--- config.mk ---
export PLATFORM = sky130hd
export DESIGN_NAME = snoop_wt_cache
export DESIGN_NICKNAME = d
export VERILOG_FILES = /design/src/rtl/swc_pkg.sv /design/src/rtl/swc_store.sv /design/src/rtl/swc_snoop.sv /design/src/rtl/swc_ctrl.sv /design/src/rtl/snoop_wt_cache.sv
export SDC_FILE = /design/constraint.sdc
export NUM_CORES = 1
export LEC_CHECK = 0
export ABC_AREA = 1
export CAP_MARGIN = 25
export CORE_MARGIN = 2
export CORE_UTILIZATION = 50
export DETAILED_ROUTE_END_ITERATION = 7
export PLACE_DENSITY_LB_ADDON = 0.12
export SLEW_MARGIN = 0
export SYNTH_ARGS = -nofsm -noshare
export SYNTH_HDL_FRONTEND = slang
export SYNTH_SLANG_ARGS = --single-unit
--- constraint.sdc ---
create_clock -name clk -period 3.53 [get_ports clk]
set_input_delay 0.8825 -clock clk [delete_from_list [all_inputs] [get_ports clk]]
set_output_delay 0.8825 -clock clk [all_outputs]
set_load 0.02 [all_outputs]
--- src/rtl/swc_pkg.sv ---
package swc_pkg;

  // Controller phase: idle and looking up, or waiting on a bus transfer.
  typedef enum logic {
    ST_IDLE = 1'b0,
    ST_BUS  = 1'b1
  } swc_state_e;

endpackage

--- src/rtl/swc_store.sv ---
// Tag, valid and data storage: one word per line, direct mapped.
module swc_store #(
  parameter int IDX_W  = 3,
  parameter int TAG_W  = 5,
  parameter int DATA_W = 16
) (
  input  logic              clk,
  input  logic              rst_n,
  // processor lookup port
  input  logic [IDX_W-1:0]  cpu_idx,
  output logic              cpu_vld,
  output logic [TAG_W-1:0]  cpu_tag,
  output logic [DATA_W-1:0] cpu_data,
  // snoop lookup port
  input  logic [IDX_W-1:0]  snp_idx,
  output logic              snp_vld,
  output logic [TAG_W-1:0]  snp_tag,
  // fill after a read miss
  input  logic              fill_en,
  input  logic [IDX_W-1:0]  fill_idx,
  input  logic [TAG_W-1:0]  fill_tag,
  input  logic [DATA_W-1:0] fill_data,
  // word update after a write hit
  input  logic              upd_en,
  input  logic [IDX_W-1:0]  upd_idx,
  input  logic [DATA_W-1:0] upd_data,
  // snoop invalidation
  input  logic              kill_en,
  input  logic [IDX_W-1:0]  kill_idx
);
  localparam int LINES = 1 << IDX_W;

  logic [LINES-1:0]  vld_q;
  logic [TAG_W-1:0]  tag_q [LINES];
  logic [DATA_W-1:0] dat_q [LINES];

  assign cpu_vld  = vld_q[cpu_idx];
  assign cpu_tag  = tag_q[cpu_idx];
  assign cpu_data = dat_q[cpu_idx];
  assign snp_vld  = vld_q[snp_idx];
  assign snp_tag  = tag_q[snp_idx];

  // Invalidation takes priority over a fill of the same line.
  always_ff @(posedge clk) begin
    if (!rst_n) begin
      vld_q <= '0;
    end else begin
      for (int i = 0; i < LINES; i++) begin
        if (kill_en && kill_idx == IDX_W'(i))
          vld_q[i] <= 1'b0;
        else if (fill_en && fill_idx == IDX_W'(i))
          vld_q[i] <= 1'b1;
      end
    end
  end

  always_ff @(posedge clk) begin
    if (!rst_n) begin
      for (int i = 0; i < LINES; i++) begin
        tag_q[i] <= '0;
        dat_q[i] <= '0;
      end
    end else begin
      for (int i = 0; i < LINES; i++) begin
        if (fill_en && fill_idx == IDX_W'(i)) begin
          tag_q[i] <= fill_tag;
          dat_q[i] <= fill_data;
        end else if (upd_en && upd_idx == IDX_W'(i)) begin
          dat_q[i] <= upd_data;
        end
      end
    end
  end

  // an invalidated line reads back invalid on the next cycle
  a_r5_kill_clears: assert property (@(posedge clk) disable iff (!rst_n)
    kill_en |=> !vld_q[$past(kill_idx)]);

  // a fill that is not overridden leaves a valid line with the new tag
  a_r3_fill_sets: assert property (@(posedge clk) disable iff (!rst_n)
    (fill_en && !(kill_en && kill_idx == fill_idx))
      |=> (vld_q[$past(fill_idx)] && tag_q[$past(fill_idx)] == $past(fill_tag)));

endmodule

--- src/rtl/swc_snoop.sv ---
// Watches bus writes from other masters and selects the line to invalidate.
module swc_snoop #(
  parameter int              ADDR_W = 8,
  parameter int              IDX_W  = 3,
  parameter int              ID_W   = 2,
  parameter logic [ID_W-1:0] OWN_ID = '0
) (
  input  logic              clk,
  input  logic              rst_n,
  input  logic              snp_wr,
  input  logic [ID_W-1:0]   snp_src,
  input  logic [ADDR_W-1:0] snp_addr,
  output logic [IDX_W-1:0]  line_idx,
  input  logic              line_vld,
  input  logic [ADDR_W-IDX_W-1:0] line_tag,
  output logic              kill_en,
  output logic [IDX_W-1:0]  kill_idx,
  output logic              foreign_wr,
  output logic [ADDR_W-1:0] foreign_addr
);
  localparam int TAG_W = ADDR_W - IDX_W;

  function automatic logic [IDX_W-1:0] idx_of(input logic [ADDR_W-1:0] a);
    return a[IDX_W-1:0];
  endfunction

  function automatic logic [TAG_W-1:0] tag_of(input logic [ADDR_W-1:0] a);
    return a[ADDR_W-1:IDX_W];
  endfunction

  assign foreign_wr   = snp_wr && (snp_src != OWN_ID);
  assign foreign_addr = snp_addr;
  assign line_idx     = idx_of(snp_addr);
  assign kill_idx     = idx_of(snp_addr);
  assign kill_en      = foreign_wr && line_vld && (line_tag == tag_of(snp_addr));

  // writes carrying this master's own identifier never invalidate
  a_r6_own_src_quiet: assert property (@(posedge clk) disable iff (!rst_n)
    (snp_wr && snp_src == OWN_ID) |-> !kill_en);

endmodule

--- src/rtl/swc_ctrl.sv ---
// Request sequencing: lookup, bus transfer, fill or update, completion.
module swc_ctrl
  import swc_pkg::*;
#(
  parameter int ADDR_W = 8,
  parameter int DATA_W = 16,
  parameter int IDX_W  = 3
) (
  input  logic              clk,
  input  logic              rst_n,
  input  logic              cpu_req,
  input  logic              cpu_we,
  input  logic [ADDR_W-1:0] cpu_addr,
  input  logic [DATA_W-1:0] cpu_wdata,
  output logic              cpu_ready,
  output logic [DATA_W-1:0] cpu_rdata,
  input  logic              look_vld,
  input  logic [ADDR_W-IDX_W-1:0] look_tag,
  input  logic [DATA_W-1:0] look_data,
  input  logic              kill_en,
  input  logic [IDX_W-1:0]  kill_idx,
  input  logic              foreign_wr,
  input  logic [ADDR_W-1:0] foreign_addr,
  output logic              bus_req,
  output logic              bus_we,
  output logic [ADDR_W-1:0] bus_addr,
  output logic [DATA_W-1:0] bus_wdata,
  input  logic              bus_gnt,
  input  logic              bus_ack,
  input  logic [DATA_W-1:0] bus_rdata,
  output logic              fill_en,
  output logic [IDX_W-1:0]  fill_idx,
  output logic [ADDR_W-IDX_W-1:0] fill_tag,
  output logic [DATA_W-1:0] fill_data,
  output logic              upd_en,
  output logic [IDX_W-1:0]  upd_idx,
  output logic [DATA_W-1:0] upd_data
);
  localparam int TAG_W = ADDR_W - IDX_W;

  function automatic logic [IDX_W-1:0] idx_of(input logic [ADDR_W-1:0] a);
    return a[IDX_W-1:0];
  endfunction

  function automatic logic [TAG_W-1:0] tag_of(input logic [ADDR_W-1:0] a);
    return a[ADDR_W-1:IDX_W];
  endfunction

  swc_state_e        state_q;
  logic [ADDR_W-1:0] pend_addr_q;
  logic              pend_we_q;
  logic [DATA_W-1:0] pend_wdata_q;
  logic              live_q;      // the pending line may still be written into the cache
  logic              ready_q;
  logic [DATA_W-1:0] rdata_q;

  // named internal events
  logic accept, tag_hit, kill_same, lookup_hit, read_hit;
  logic xfer_done, snoop_pend, live_now;

  assign accept     = (state_q == ST_IDLE) && cpu_req;
  assign tag_hit    = look_vld && (look_tag == tag_of(cpu_addr));
  assign kill_same  = kill_en && (kill_idx == idx_of(cpu_addr));
  assign lookup_hit = tag_hit && !kill_same;
  assign read_hit   = accept && !cpu_we && lookup_hit;
  assign xfer_done  = (state_q == ST_BUS) && bus_gnt && bus_ack;
  assign snoop_pend = (state_q == ST_BUS) && foreign_wr && (foreign_addr == pend_addr_q);
  assign live_now   = live_q && !snoop_pend;

  always_ff @(posedge clk) begin
    if (!rst_n) begin
      state_q      <= ST_IDLE;
      pend_addr_q  <= '0;
      pend_we_q    <= 1'b0;
      pend_wdata_q <= '0;
      live_q       <= 1'b0;
      ready_q      <= 1'b0;
      rdata_q      <= '0;
    end else begin
      ready_q <= 1'b0;
      unique case (state_q)
        ST_IDLE: begin
          if (read_hit) begin
            rdata_q <= look_data;
            ready_q <= 1'b1;
          end else if (accept) begin
            state_q      <= ST_BUS;
            pend_addr_q  <= cpu_addr;
            pend_we_q    <= cpu_we;
            pend_wdata_q <= cpu_wdata;
            live_q       <= cpu_we ? lookup_hit : 1'b1;
          end
        end
        ST_BUS: begin
          live_q <= live_now;
          if (xfer_done) begin
            state_q <= ST_IDLE;
            ready_q <= 1'b1;
            if (!pend_we_q) rdata_q <= bus_rdata;
          end
        end
        default: state_q <= ST_IDLE;
      endcase
    end
  end

  assign cpu_ready = ready_q;
  assign cpu_rdata = rdata_q;

  assign bus_req   = (state_q == ST_BUS);
  assign bus_we    = pend_we_q;
  assign bus_addr  = pend_addr_q;
  assign bus_wdata = pend_wdata_q;

  assign fill_en   = xfer_done && !pend_we_q && live_now;
  assign fill_idx  = idx_of(pend_addr_q);
  assign fill_tag  = tag_of(pend_addr_q);
  assign fill_data = bus_rdata;
  assign upd_en    = xfer_done && pend_we_q && live_now;
  assign upd_idx   = idx_of(pend_addr_q);
  assign upd_data  = pend_wdata_q;

  // a clean read hit completes next cycle without the bus
  a_r2_hit_fast: assert property (@(posedge clk) disable iff (!rst_n)
    (accept && !cpu_we && tag_hit && !kill_same) |=> (cpu_ready && !bus_req));

  // a colliding invalidation turns the lookup into a bus read
  a_r7_kill_forces_miss: assert property (@(posedge clk) disable iff (!rst_n)
    (accept && !cpu_we && kill_same) |=> (!cpu_ready && bus_req && !bus_we));

  // every accepted write goes to the bus as a write
  a_r4_write_on_bus: assert property (@(posedge clk) disable iff (!rst_n)
    (accept && cpu_we) |=> (bus_req && bus_we && bus_addr == $past(cpu_addr)));

  // an unfinished transfer holds its request and payload
  a_r9_hold_request: assert property (@(posedge clk) disable iff (!rst_n)
    (bus_req && !(bus_gnt && bus_ack))
      |=> (bus_req && $stable(bus_addr) && $stable(bus_we) && $stable(bus_wdata)));

endmodule

--- src/rtl/snoop_wt_cache.sv ---
// Direct-mapped write-through cache with bus-write snoop invalidation.
module snoop_wt_cache #(
  parameter int              ADDR_W = 8,
  parameter int              DATA_W = 16,
  parameter int              IDX_W  = 3,
  parameter int              ID_W   = 2,
  parameter logic [ID_W-1:0] OWN_ID = 2'd1
) (
  input  logic              clk,
  input  logic              rst_n,
  input  logic              cpu_req,
  input  logic              cpu_we,
  input  logic [ADDR_W-1:0] cpu_addr,
  input  logic [DATA_W-1:0] cpu_wdata,
  output logic              cpu_ready,
  output logic [DATA_W-1:0] cpu_rdata,
  output logic              bus_req,
  output logic              bus_we,
  output logic [ADDR_W-1:0] bus_addr,
  output logic [DATA_W-1:0] bus_wdata,
  input  logic              bus_gnt,
  input  logic              bus_ack,
  input  logic [DATA_W-1:0] bus_rdata,
  input  logic              snp_wr,
  input  logic [ID_W-1:0]   snp_src,
  input  logic [ADDR_W-1:0] snp_addr
);
  localparam int TAG_W = ADDR_W - IDX_W;

  logic              look_vld;
  logic [TAG_W-1:0]  look_tag;
  logic [DATA_W-1:0] look_data;
  logic [IDX_W-1:0]  sn_idx;
  logic              sn_vld;
  logic [TAG_W-1:0]  sn_tag;
  logic              kill_en;
  logic [IDX_W-1:0]  kill_idx;
  logic              foreign_wr;
  logic [ADDR_W-1:0] foreign_addr;
  logic              fill_en, upd_en;
  logic [IDX_W-1:0]  fill_idx, upd_idx;
  logic [TAG_W-1:0]  fill_tag;
  logic [DATA_W-1:0] fill_data, upd_data;

  swc_store #(.IDX_W(IDX_W), .TAG_W(TAG_W), .DATA_W(DATA_W)) store_i (
    .clk(clk), .rst_n(rst_n),
    .cpu_idx(cpu_addr[IDX_W-1:0]), .cpu_vld(look_vld), .cpu_tag(look_tag), .cpu_data(look_data),
    .snp_idx(sn_idx), .snp_vld(sn_vld), .snp_tag(sn_tag),
    .fill_en(fill_en), .fill_idx(fill_idx), .fill_tag(fill_tag), .fill_data(fill_data),
    .upd_en(upd_en), .upd_idx(upd_idx), .upd_data(upd_data),
    .kill_en(kill_en), .kill_idx(kill_idx)
  );

  swc_snoop #(.ADDR_W(ADDR_W), .IDX_W(IDX_W), .ID_W(ID_W), .OWN_ID(OWN_ID)) snoop_i (
    .clk(clk), .rst_n(rst_n),
    .snp_wr(snp_wr), .snp_src(snp_src), .snp_addr(snp_addr),
    .line_idx(sn_idx), .line_vld(sn_vld), .line_tag(sn_tag),
    .kill_en(kill_en), .kill_idx(kill_idx),
    .foreign_wr(foreign_wr), .foreign_addr(foreign_addr)
  );

  swc_ctrl #(.ADDR_W(ADDR_W), .DATA_W(DATA_W), .IDX_W(IDX_W)) ctrl_i (
    .clk(clk), .rst_n(rst_n),
    .cpu_req(cpu_req), .cpu_we(cpu_we), .cpu_addr(cpu_addr), .cpu_wdata(cpu_wdata),
    .cpu_ready(cpu_ready), .cpu_rdata(cpu_rdata),
    .look_vld(look_vld), .look_tag(look_tag), .look_data(look_data),
    .kill_en(kill_en), .kill_idx(kill_idx),
    .foreign_wr(foreign_wr), .foreign_addr(foreign_addr),
    .bus_req(bus_req), .bus_we(bus_we), .bus_addr(bus_addr), .bus_wdata(bus_wdata),
    .bus_gnt(bus_gnt), .bus_ack(bus_ack), .bus_rdata(bus_rdata),
    .fill_en(fill_en), .fill_idx(fill_idx), .fill_tag(fill_tag), .fill_data(fill_data),
    .upd_en(upd_en), .upd_idx(upd_idx), .upd_data(upd_data)
  );

endmodule

==> impl_results.md, run 1 <==
* Hold_buf cts at 0
* HP Start: store_i.vld_q[3]$_SDFFE_PP0P_
* Final hold violation count at 0
* Final Skew at roughly 0.017 ns
* Slowest-stage cell, CP: clkdlybuf4s50_1
* Routed WL at about 35 mm
* Post-synth top flop: edfxtp_1
* Clock Sinks at 220
* Detailed-placement wirelength estimate at around 24 mm
* CP Buf/Inv Count at 3
* CTS clk-pin slew, worst paths at roughly 0.060 ns
* Critical R2R Launch: ctrl_i.bus_addr[0]$_SDFFE_PN0P_
* Die W at 155 um
* Area grow syn2layout at 19.6%
* Post-synth EDFFs at roughly 170
* Clock share of power at a little under two fifths
* MaxCap Viol Count at 0
* Wire per inst at between 15 and 20 um
* Max Clk Rate at ~350 MHz
* Async SR Flop Fraction at 0%
* First-pass GRT wire length at ~54 mm
* CTS Buf Count at 25
* H-tree levels at 1
* Post_cts resized at 0
* CP peak stage delay at between 0.4 and 0.5 ns
* Vias in the first global route at slightly below 10000
* Max Buffers Root-to-Sink at 3
* Tmin final at between 2 and 3 ns
* Post-synthesis net count at approximately 1400
* RSZ-0062 raised after global routing: no
* Antenna Cells at 0
* Buffer count from post-CTS setup fixing at 0
* PD cells at between 400 and 500 nW/um^2
* NetSw at 0.00165 W
* Crit path required time at around 4.0 ns
* Fin Setup TNS at 0 ns
* Clock root buffer: clkbuf_16
* Die ar. at between 20000 and 25000 um^2
* Clock Latency Late Sink at 0.54 ns
* Cell count after synthesis at about 1400
* Sw Ratio at between 20 and 30%
* Hold WS at about 0.48 ns
* Critical-path cell list: clkdlybuf4s50_1 -> inv_1 -> o21ai_0 -> o22ai_1 -> nand2_1 -> nand3_1 -> nand3_1 -> nor2_4 -> nand3_4 -> nand2_4 -> inv_2 -> nor2_1 -> nor2_1
* Vias per cell at approximately 5.7
* Worst-Margin Slew at between 0.9 and 1 ns
* Nets at about 1500
* Pins Over Slew Limit at 0
* Setup crit end kind: flop
* CTS tree: yes
* Mapped Area at ~11000 um^2
* Cell class contributing the biggest share of worst-path delay: buffers and inverters
* Worst Path Max Fanout at 18
* Internal power at ~0.0045 W
* Initial Util at 50.5%
* Sequential share of the synthesized area at 53.7%
* Initial antenna violation count at 0
* Core ar. at 22400 um^2
* Initial DRC Count at 808
* # DRC at 0
* Seq pwr share at about half
* DIE HEIGHT at ~150 um
* Leak pwr at about 5.2 nW
* Slew Limit Headroom at between 30 and 40%
* Critical path startpoint: cpu_addr[1]
* Gpl congestion at slightly above 0.9
* Peak VDD IR at 0.387 mV
* Ports at 100
* Crit path arrival time at roughly 3.3 ns
* Startpoint types: primary input
* Tcrit/Tclk final at roughly 82%
* Final setup violation count at 0
* GRT Total Usage at between 20% and 30%
* Share of layout cells above drive strength 1 at under 10%
* Combinational Power Share at roughly an eighth
* Synthesis Warnings at 0
* Port bufs at 99
* DR vias at 10100
* Worst Hold Class: flop to flop
* Crit path kind: primary input to flop
* Core Rows at 55
* DRT Pass-1 Iters at 6
* Largest net degree at the start of global routing at 48
* Mean Syn Cell Area at about 8.4 um^2
* GR Overflow Total at 0
* Status: complete, no violations
* Flops & latches, synth at between 200 and 250
* Final ANT Viol Nets at 0
* Count of cell types in the netlist at 33
## worst min-delay path, cell delays in order, from the launching register on
cell and delay, ns:
dfxtp_1 0.32, inv_1 0.05, a211oi_1 0.05
## sequential cells by signal (all words and copies together) (netlist names)
name,cells
store_i.dat_q,128
ctrl_i.bus_req,1
ctrl_i.bus_addr,8
ctrl_i.cpu_rdata,16
store_i.vld_q,8
ctrl_i.live_q,1
ctrl_i.bus_we,1
ctrl_i.bus_wdata,16
store_i.tag_q,40
ctrl_i.cpu_ready,1
## area by class of cell
cell class | instances | area, um^2
clock buffer | 31 | 648
clock inverter | 15 | 85.1
fill | 2069 | 8890
inverter | 104 | 395
multi-input combinational | 938 | 4390
sequential | 220 | 6090
tap | 285 | 357
timing repair buffer | 162 | 1590
## metrics by stage
stage	instance area (um^2)	util, %	cells	total power [W]	worst slack [ns]
2_1_floorplan	11300	-	1352	0.00348	0.560
3_3_place_gp	12800	57.1	1709	0.00384	0.156
3_5_place_dp	12800	57.1	1709	0.00385	0.0842
4_1_cts	13500	60.4	1755	0.00617	0.641
5_1_grt	13500	60.4	1755	0.00637	0.273
6_report	13500	60.4	1755	0.00616	0.632
## power groups by stage
stage          combinational (W)  clock, W  sequential, W
6_report                0.000819   0.00236        0.00298
5_1_grt                 0.000897   0.00248        0.00299
4_1_cts                 0.000818   0.00237        0.00298
3_3_place_gp            0.000810         0        0.00303
2_1_floorplan           0.000430         0        0.00305
3_5_place_dp            0.000814         0        0.00304
## routing by layer
layer	GRT usage, %	vias to the layer above	wire, um
li1	-	4878	-
met1	35.1	4710	13200
met2	52.3	408	17700
met3	3.39	87	2220
met4	13.4	0	1650
met5	0	-	0
## worst paths after layout
kind                                              to  slack, ns  depth (start not counted)
setup reg to reg  store_i.dat_q[3][15]$_SDFFCE_PN0P_       1.21                         13
hold / removal         store_i.vld_q[3]$_SDFFE_PP0P_       0.48                          2
hold reg to reg        store_i.vld_q[3]$_SDFFE_PP0P_       0.48                          2
setup / recovery    ctrl_i.cpu_rdata[9]$_SDFFE_PN0P_       0.63                         13
## cells in the mapped netlist (10+ instances only)
cell        n  area [um^2]
dfxtp_1    52         1040
edfxtp_1  168         5040
o21ai_0   213         1070
inv_1      97          364
buf_2      22          110
o22ai_1    82          513
a21oi_1    41          205
nand3_1   109          546
clkbuf_1   46          173
nand2_1   196          736
nor2_1    232          871
a31oi_1    10         62.6
nor3_1     18         90.1
## cell families (layout without fill, tap and decap cells)
family / count (synthesis) / after routing / synth area share (%)
AND/OR/NAND/NOR: 577 / 577 / 21.5
AO/OA/AOI/OAI: 359 / 359 / 17.1
flip-flops: 220 / 220 / 53.7
buffers and inverters: 194 / 312 / 7.55
XOR/XNOR: 2 / 2 / 0.155
## placed cells by master (no fill, tap or decap), types with 2 or more instances in the layout
cell	count
nor2_1	232
o21ai_0	213
nand2_1	196
edfxtp_1	168
nand3_1	109
inv_1	97
clkdlybuf4s50_1	97
o22ai_1	82
dfxtp_1	52
buf_4	52
a21oi_1	41
clkbuf_16	25
nor3_1	18
buf_12	11
a31oi_1	10
clkinv_1	9
a211oi_1	8
clkbuf_1	6
nand2_2	5
inv_2	4
o21ai_1	4
nor2_2	4
clkinv_2	4
nand4_1	2
nor4_1	2
xor2_1	2
inv_4	2
nand3b_1	2
nor2_4	2
nand2_4	2
clkinvlp_4	2
buf_2	2
Note: power is estimated with default switching activity, not from simulation.
==> run 2, diff against run 1 <==
clock period = 2.5 ns   (was 3.53 ns; I/O delays follow)
==> impl_results.md, run 2 (synthesis results as in run 1) <==
* Max Clk Rate at 418 MHz
* H-tree levels at 1 (unchanged)
* Critical Path Stages at 2 (-11)
* Share of layout cells above drive strength 1 at 12.8% (+4.7 points)
* Crit path kind: flop to primary output
* Vias per cell at 5.79 (+0.83%)
* Commonest non-fill, non-tap cell in the layout: nor2_1
* NetSw at 0.00233 W (+41%)
* Worst Path Max Fanout at 6 (-12)
* Clock share of power at 39.9% (+1.6 points)
* Initial Util at 50.5% (unchanged)
* CP peak stage delay at 0.60 ns (+0.14 ns)
* Most frequent cells in the layout: 231 x nor2_1, 199 x o21ai_0, 195 x nand2_1, 168 x edfxtp_1, 105 x nand3_1
* Internal power at 0.00683 W (+51%)
* Area grow syn2layout at 26.9%
* Crit path arrival time at 1.77 ns (-1.56 ns)
* Met1 global-route usage at 37.2% (+2.1 points)
* CTS clk-pin slew, worst paths at 0.06 ns (about the same)
* Core Rows at 55 (unchanged)
* Clock Latency Late Sink at 0.52 ns (-0.02 ns)
* Initial DRC Count at 852 (+5.4%)
* Hold path cells at 2 (unchanged)
* DRT Pass-1 Iters at 5 (-1)
* Slowest-stage cell, CP: clkdlybuf4s50_1
* Met3 Use GR at 3.11% (-0.28 points)
* Peak VDD IR at 0.566 mV (+46%)
* RSZ-0062 raised after global routing: no
* Critical-path cell list: buf_4 -> clkdlybuf4s50_1
* Non-Filler Instances at 1815 (+3.4%)
* Status: complete, no violations
* Hold_buf cts at 0 (unchanged)
* CTS tree: yes
* # DRC at 0 (unchanged)
* Die ar. at 23900 um^2 (unchanged)
* Setup crit end kind: primary output
* Core ar. at 22400 um^2 (unchanged)
* R2R Setup Slk at 0.14 ns (-1.07 ns)
* Filler instances at 1973 (-4.6%)
* GRT Total Usage at 30.9% (+1.8 points)
* Leak pwr at 5.70 nW (+9.1%)
* PD cells at 637 nW/um^2 (+40%)
* CP Buf/Inv Count at 2 (-1)
* Largest net degree at the start of global routing at 91 (+90%)
* Final hold violation count at 0 (unchanged)
* Routed WL at 37.0 mm (+6.5%)
* Antenna Cells at 0 (unchanged)
* Pins Over Slew Limit at 0 (unchanged)
* Top flop regs: store_i.dat_q x128, store_i.tag_q x40
* Cell class contributing the biggest share of worst-path delay: buffers and inverters
* Met2 usage at 55.6% (+3.3 points)
* GR Overflow Total at 0 (unchanged)
* Vias in the first global route at 10200 (+3.8%)
* Detailed-placement wirelength estimate at 25.5 mm (+6.0%)
* Final Skew at 0.0111 ns (-0.00568 ns)
* GRT Max-Usage Layer: met2
* Largest register by flop count: store_i.dat_q
* Dpl cells at 1768 (+3.5%)
* First-pass GRT wire length at 56.8 mm (+5.4%)
* Gpl congestion at 0.927 (+1.8%)
* Worst Hold Class: flop to flop
* Max Buffers Root-to-Sink at 3 (unchanged)
* CTS Buf Count at 24 (-4.0%)
* Fin Setup TNS at 0 ns (unchanged)
* Startpoint types: flop
* Clock root buffer: clkbuf_16
* Initial antenna violation count at 0 (unchanged)
* DIE HEIGHT at 155 um (unchanged)
* Tmin final at roughly 2.4 ns
* Clock Sinks at 220 (unchanged)
* Fin area at 14400 um^2 (+6.1%)
* DR vias at 10500 (+4.3%)
* Worst-Margin Slew at 0.539 ns (-0.453 ns)
* Max FFs per register at 128 (unchanged)
* Tcrit/Tclk final at 95.7%
* MaxCap Viol Count at 0 (unchanged)
* Final ANT Viol Nets at 0 (unchanged)
* Slew Limit Headroom at 63.8% (+30 points)
* Crit path required time at 1.88 ns (-2.08 ns)
* Die W at 155 um (unchanged)
* Port bufs at 99 (unchanged)
* Seq pwr share at 46.0% (-2.4 points)
* Combinational Power Share at 14.2% (+0.9 points)
* Placed Area at 13500 um^2 (+5.0%)
* Sw Ratio at 25.5% (-1.4 points)
* Ports at 100 (unchanged)
* Wire per inst at 20.4 um (+3.0%)
* Reg2Reg Depth at 12 (-1)
* Nets at 1569 (+4.0%)
* Final setup violation count at 0 (unchanged)
-- run 2: per-layer routing --
metal,up-vias,part of all wire [%]
met4,0,4.9
met1,4976,38
met2,455,51
met5,-,0
li1,4995,-
met3,88,6.3
-- run 2: final cells by class --
| type | instances | area, um^2 | area share (%) |
|---|---|---|---|
| well taps | 285 | 357 | 2.48 |
| repair buffers | 224 | 2260 | 15.7 |
| inverters | 104 | 405 | 2.82 |
| flip-flops and latches | 220 | 6090 | 42.4 |
| clock inverters | 8 | 90.1 | 0.627 |
| multi-input cells | 938 | 4440 | 30.9 |
| clock buffers | 36 | 728 | 5.07 |
-- run 2: per-stage QoR --
stage	setup slack (ns)	hold WS (ns)	total power (W)	util (%)
after floorplan	-0.186	0.452	0.00491	-
after global placement	-0.698	0.480	0.00554	60.0
after detailed placement	-0.734	0.482	0.00555	60.0
after CTS	0.00757	0.495	0.00916	63.8
after global routing	0.00563	0.523	0.00942	64.0
final	0.108	0.500	0.00916	64.0
-- run 2: power by group through the flow --
| stage | sequential (W) | combinational (W) | clock [W] |
|---|---|---|---|
| after global placement | 0.00428 | 0.00126 | 0 |
| after global routing | 0.00422 | 0.00141 | 0.00379 |
| after floorplan | 0.00430 | 0.000609 | 0 |
| final | 0.00421 | 0.00130 | 0.00365 |
| after detailed placement | 0.00428 | 0.00127 | 0 |
| after CTS | 0.00421 | 0.00128 | 0.00367 |
-- run 2: path summary, 6_finish.rpt --
check                             startpoint                            end
max reg2reg  ctrl_i.bus_addr[0]$_SDFFE_PN0P_  store_i.dat_q[5][9]$_DFFE_PP_
max                ctrl_i.bus_req$_SDFF_PN0_                        bus_req
min reg2reg    store_i.vld_q[3]$_SDFFE_PP0P_  store_i.vld_q[3]$_SDFFE_PP0P_
min            store_i.vld_q[3]$_SDFFE_PP0P_  store_i.vld_q[3]$_SDFFE_PP0P_
-- run 2: repair_timing --
action                                  4_1_cts  5_1_grt
endpoints found under the setup margin      122      261
gates resized for setup                       9       30
pin swaps                                     1        6
gates cloned                                  0        0
buffers inserted                              2        1
-- run 2: tightest hold or removal path: stages, from the launching register on --
cell and delay, ns:
dfxtp_1 0.33, inv_1 0.06, a211oi_1 0.06
==> run 3, diff against run 2 <==
GPL_ROUTABILITY_DRIVEN = 0   (was unset)
==> impl_results.md, run 3 (synthesis results as in run 1) <==
* Status: complete, no violations
* Crit path kind: primary input to flop
* First-pass GRT wire length at 56.5 mm (-0.51%)
* CTS clk-pin slew, worst paths at 0.06 ns (about the same)
* Crit path arrival time at 2.68 ns (+0.91 ns)
* PD cells at 623 nW/um^2 (-2.2%)
* Combinational Power Share at 14.6% (+0.4 points)
* Pins Over Slew Limit at 0 (unchanged)
* Most frequent cells in the layout: 231 x nor2_1, 206 x o21ai_0, 195 x nand2_1, 168 x edfxtp_1
* Ports at 100 (unchanged)
* Core ar. at 22400 um^2 (unchanged)
* Port bufs at 99 (unchanged)
* Die W at 155 um (unchanged)
* Final hold violation count at 0 (unchanged)
* CTS tree: yes
* Antenna Cells at 0 (unchanged)
* Final ANT Viol Nets at 0 (unchanged)
* Clock share of power at 38.2% (-1.7 points)
* Initial DRC Count at 930 (+9.2%)
* Max Buffers Root-to-Sink at 3 (unchanged)
* Sw Ratio at 26.0% (+0.53 points)
* Pre-CTS setup slack at -0.622 ns (+0.112 ns)
* DRT Pass-1 Iters at 5 (unchanged)
* Wire per inst at 20.2 um (-1.2%)
* Detailed-placement wirelength estimate at 25.1 mm (-1.5%)
* # DRC at 0 (unchanged)
* MaxCap Viol Count at 0 (unchanged)
* Vias in the first global route at 10200 (-0.33%)
* Hold path cells at 2 (unchanged)
* Seq pwr share at 47.2% (+1.2 points)
* Nets at 1572 (+0.19%)
* Clock Latency Late Sink at 0.52 ns (about the same)
* DIE HEIGHT at 155 um (unchanged)
* Initial Util at 50.5% (unchanged)
* Non-Filler Instances at 1817 (+0.11%)
* Leak pwr at 5.68 nW (-0.31%)
* Clock Sinks at 220 (unchanged)
* Max Clk Rate at 408 MHz (-2.4%)
* Routed WL at 36.6 mm (-1.1%)
* Internal power at 0.00660 W (-3.3%)
* NetSw at 0.00232 W (-0.60%)
* Core Rows at 55 (unchanged)
* Fin worst setup slack at 0.0500 ns (-0.0581 ns)
* Max FFs per register at 128 (unchanged)
* Commonest non-fill, non-tap cell in the layout: nor2_1
* Worst Hold Class: flop to flop
* Top flop regs: store_i.dat_q x128, store_i.tag_q x40
* Largest register by flop count: store_i.dat_q
* Final setup violation count at 0 (unchanged)
* Die ar. at 23900 um^2 (unchanged)
* Worst-Margin Slew at 0.584 ns (+0.0453 ns)
* GRT Total Usage at 30.6% (-0.37 points)
* Initial antenna violation count at 0 (unchanged)
* DR vias at 10600 (+0.51%)
* Slew Limit Headroom at 60.7% (-3.0 points)
* Largest net degree at the start of global routing at 55 (-40%)
* Area grow syn2layout at 26.4%
* Setup crit end kind: flop
* GR Overflow Total at 0 (unchanged)
* Startpoint types: primary input
* Vias per cell at 5.82 (+0.40%)
* Final Skew at 0.0113 ns (+0.000284 ns)
* Reg2Reg Depth at 12 (unchanged)
* Filler instances at 1924 (-2.5%)
* Crit path required time at 2.73 ns (+0.85 ns)
* Tmin final at 2.45 ns (+0.0581 ns)
* Tcrit/Tclk final at 98.0% (+2.3 points)
* Share of layout cells above drive strength 1 at 13.1% (+0.24 points)
* Peak VDD IR at 0.576 mV (+1.7%)
* CTS Buf Count at 24 (unchanged)
* Dpl cells at 1771 (+0.17%)
* Clock root buffer: clkbuf_16
* Fin Setup TNS at 0 ns (unchanged)
* H-tree levels at 1 (unchanged)
* Worst Path Max Fanout at 8 (+2)
[run 3: cell count changes in the layout (fill, tap and decap cells not counted), sizes merged]
cell,change
clkinv,+6
clkbuf,-4
buf,+2
clkinvlp,-2
bufinv,-1
inv,+1
[run 3: what timing repair did]
action	CTS	global route
endpoints found under the hold margin	0	0
cloned	0	1
buffers inserted	0	2
gates resized for setup	6	28
pin swaps	2	5
hold buffers	0	0
endpoints found under the setup margin	104	225
[run 3: critical path, stage by stage]
cell,delay [ns]
clkdlybuf4s50_1,0.53
nor2_1,0.09
nor4_2,0.27
nand3_1,0.19
nand2_1,0.13
nor2_1,0.05
buf_4,0.16
buf_4,0.16
nand3b_4,0.17
nand3_4,0.13
clkbuf_16,0.18
[run 3: area by class of cell]
cell class / count / area [um^2] / share of cell area [%]
inverter: 104 / 400 / 2.80
clock inverter: 12 / 82.6 / 0.577
clock buffer: 31 / 669 / 4.68
timing repair buffer: 227 / 2250 / 15.7
tap: 285 / 357 / 2.49
multi-input combinational: 938 / 4470 / 31.2
sequential: 220 / 6090 / 42.5
[run 3: final timing paths]
check             slack (ns)                         startpoint                           endpoint
setup / recovery        0.05                        snp_addr[4]      store_i.dat_q[5][6]$_DFFE_PP_
hold / removal          0.50  ctrl_i.cpu_rdata[13]$_SDFFE_PN0P_  ctrl_i.cpu_rdata[13]$_SDFFE_PN0P_
setup reg to reg        0.08    ctrl_i.bus_addr[1]$_SDFFE_PN0P_      store_i.dat_q[5][6]$_DFFE_PP_
hold reg to reg         0.50  ctrl_i.cpu_rdata[13]$_SDFFE_PN0P_  ctrl_i.cpu_rdata[13]$_SDFFE_PN0P_
[run 3: power groups by stage]
stage	clock [W]	combinational, W	sequential (W)
after floorplan	0	0.000609	0.00430
after global placement	0	0.00125	0.00428
after detailed placement	0	0.00126	0.00428
after CTS	0.00344	0.00127	0.00421
after global routing	0.00359	0.00141	0.00422
final	0.00341	0.00130	0.00421
[run 3: routing by layer]
metal | track usage, % | vias up | wire, um
met2 | 52.5 | 500 | 18000
met3 | 3.67 | 112 | 2740
met4 | 17.6 | 0 | 2260
met1 | 37.4 | 4949 | 13700
met5 | 0 | - | 0
li1 | - | 5007 | -
[run 3: through the flow]
stage | cell area, um^2 | hold slack [ns] | utilization [%] | total power [W]
floorplan | 11300 | 0.452 | - | 0.00491
global placement | 13400 | 0.481 | 59.9 | 0.00553
detailed placement | 13400 | 0.483 | 59.9 | 0.00554
CTS | 14200 | 0.501 | 63.3 | 0.00892
global route | 14300 | 0.524 | 63.8 | 0.00922
finish | 14300 | 0.497 | 63.8 | 0.00892
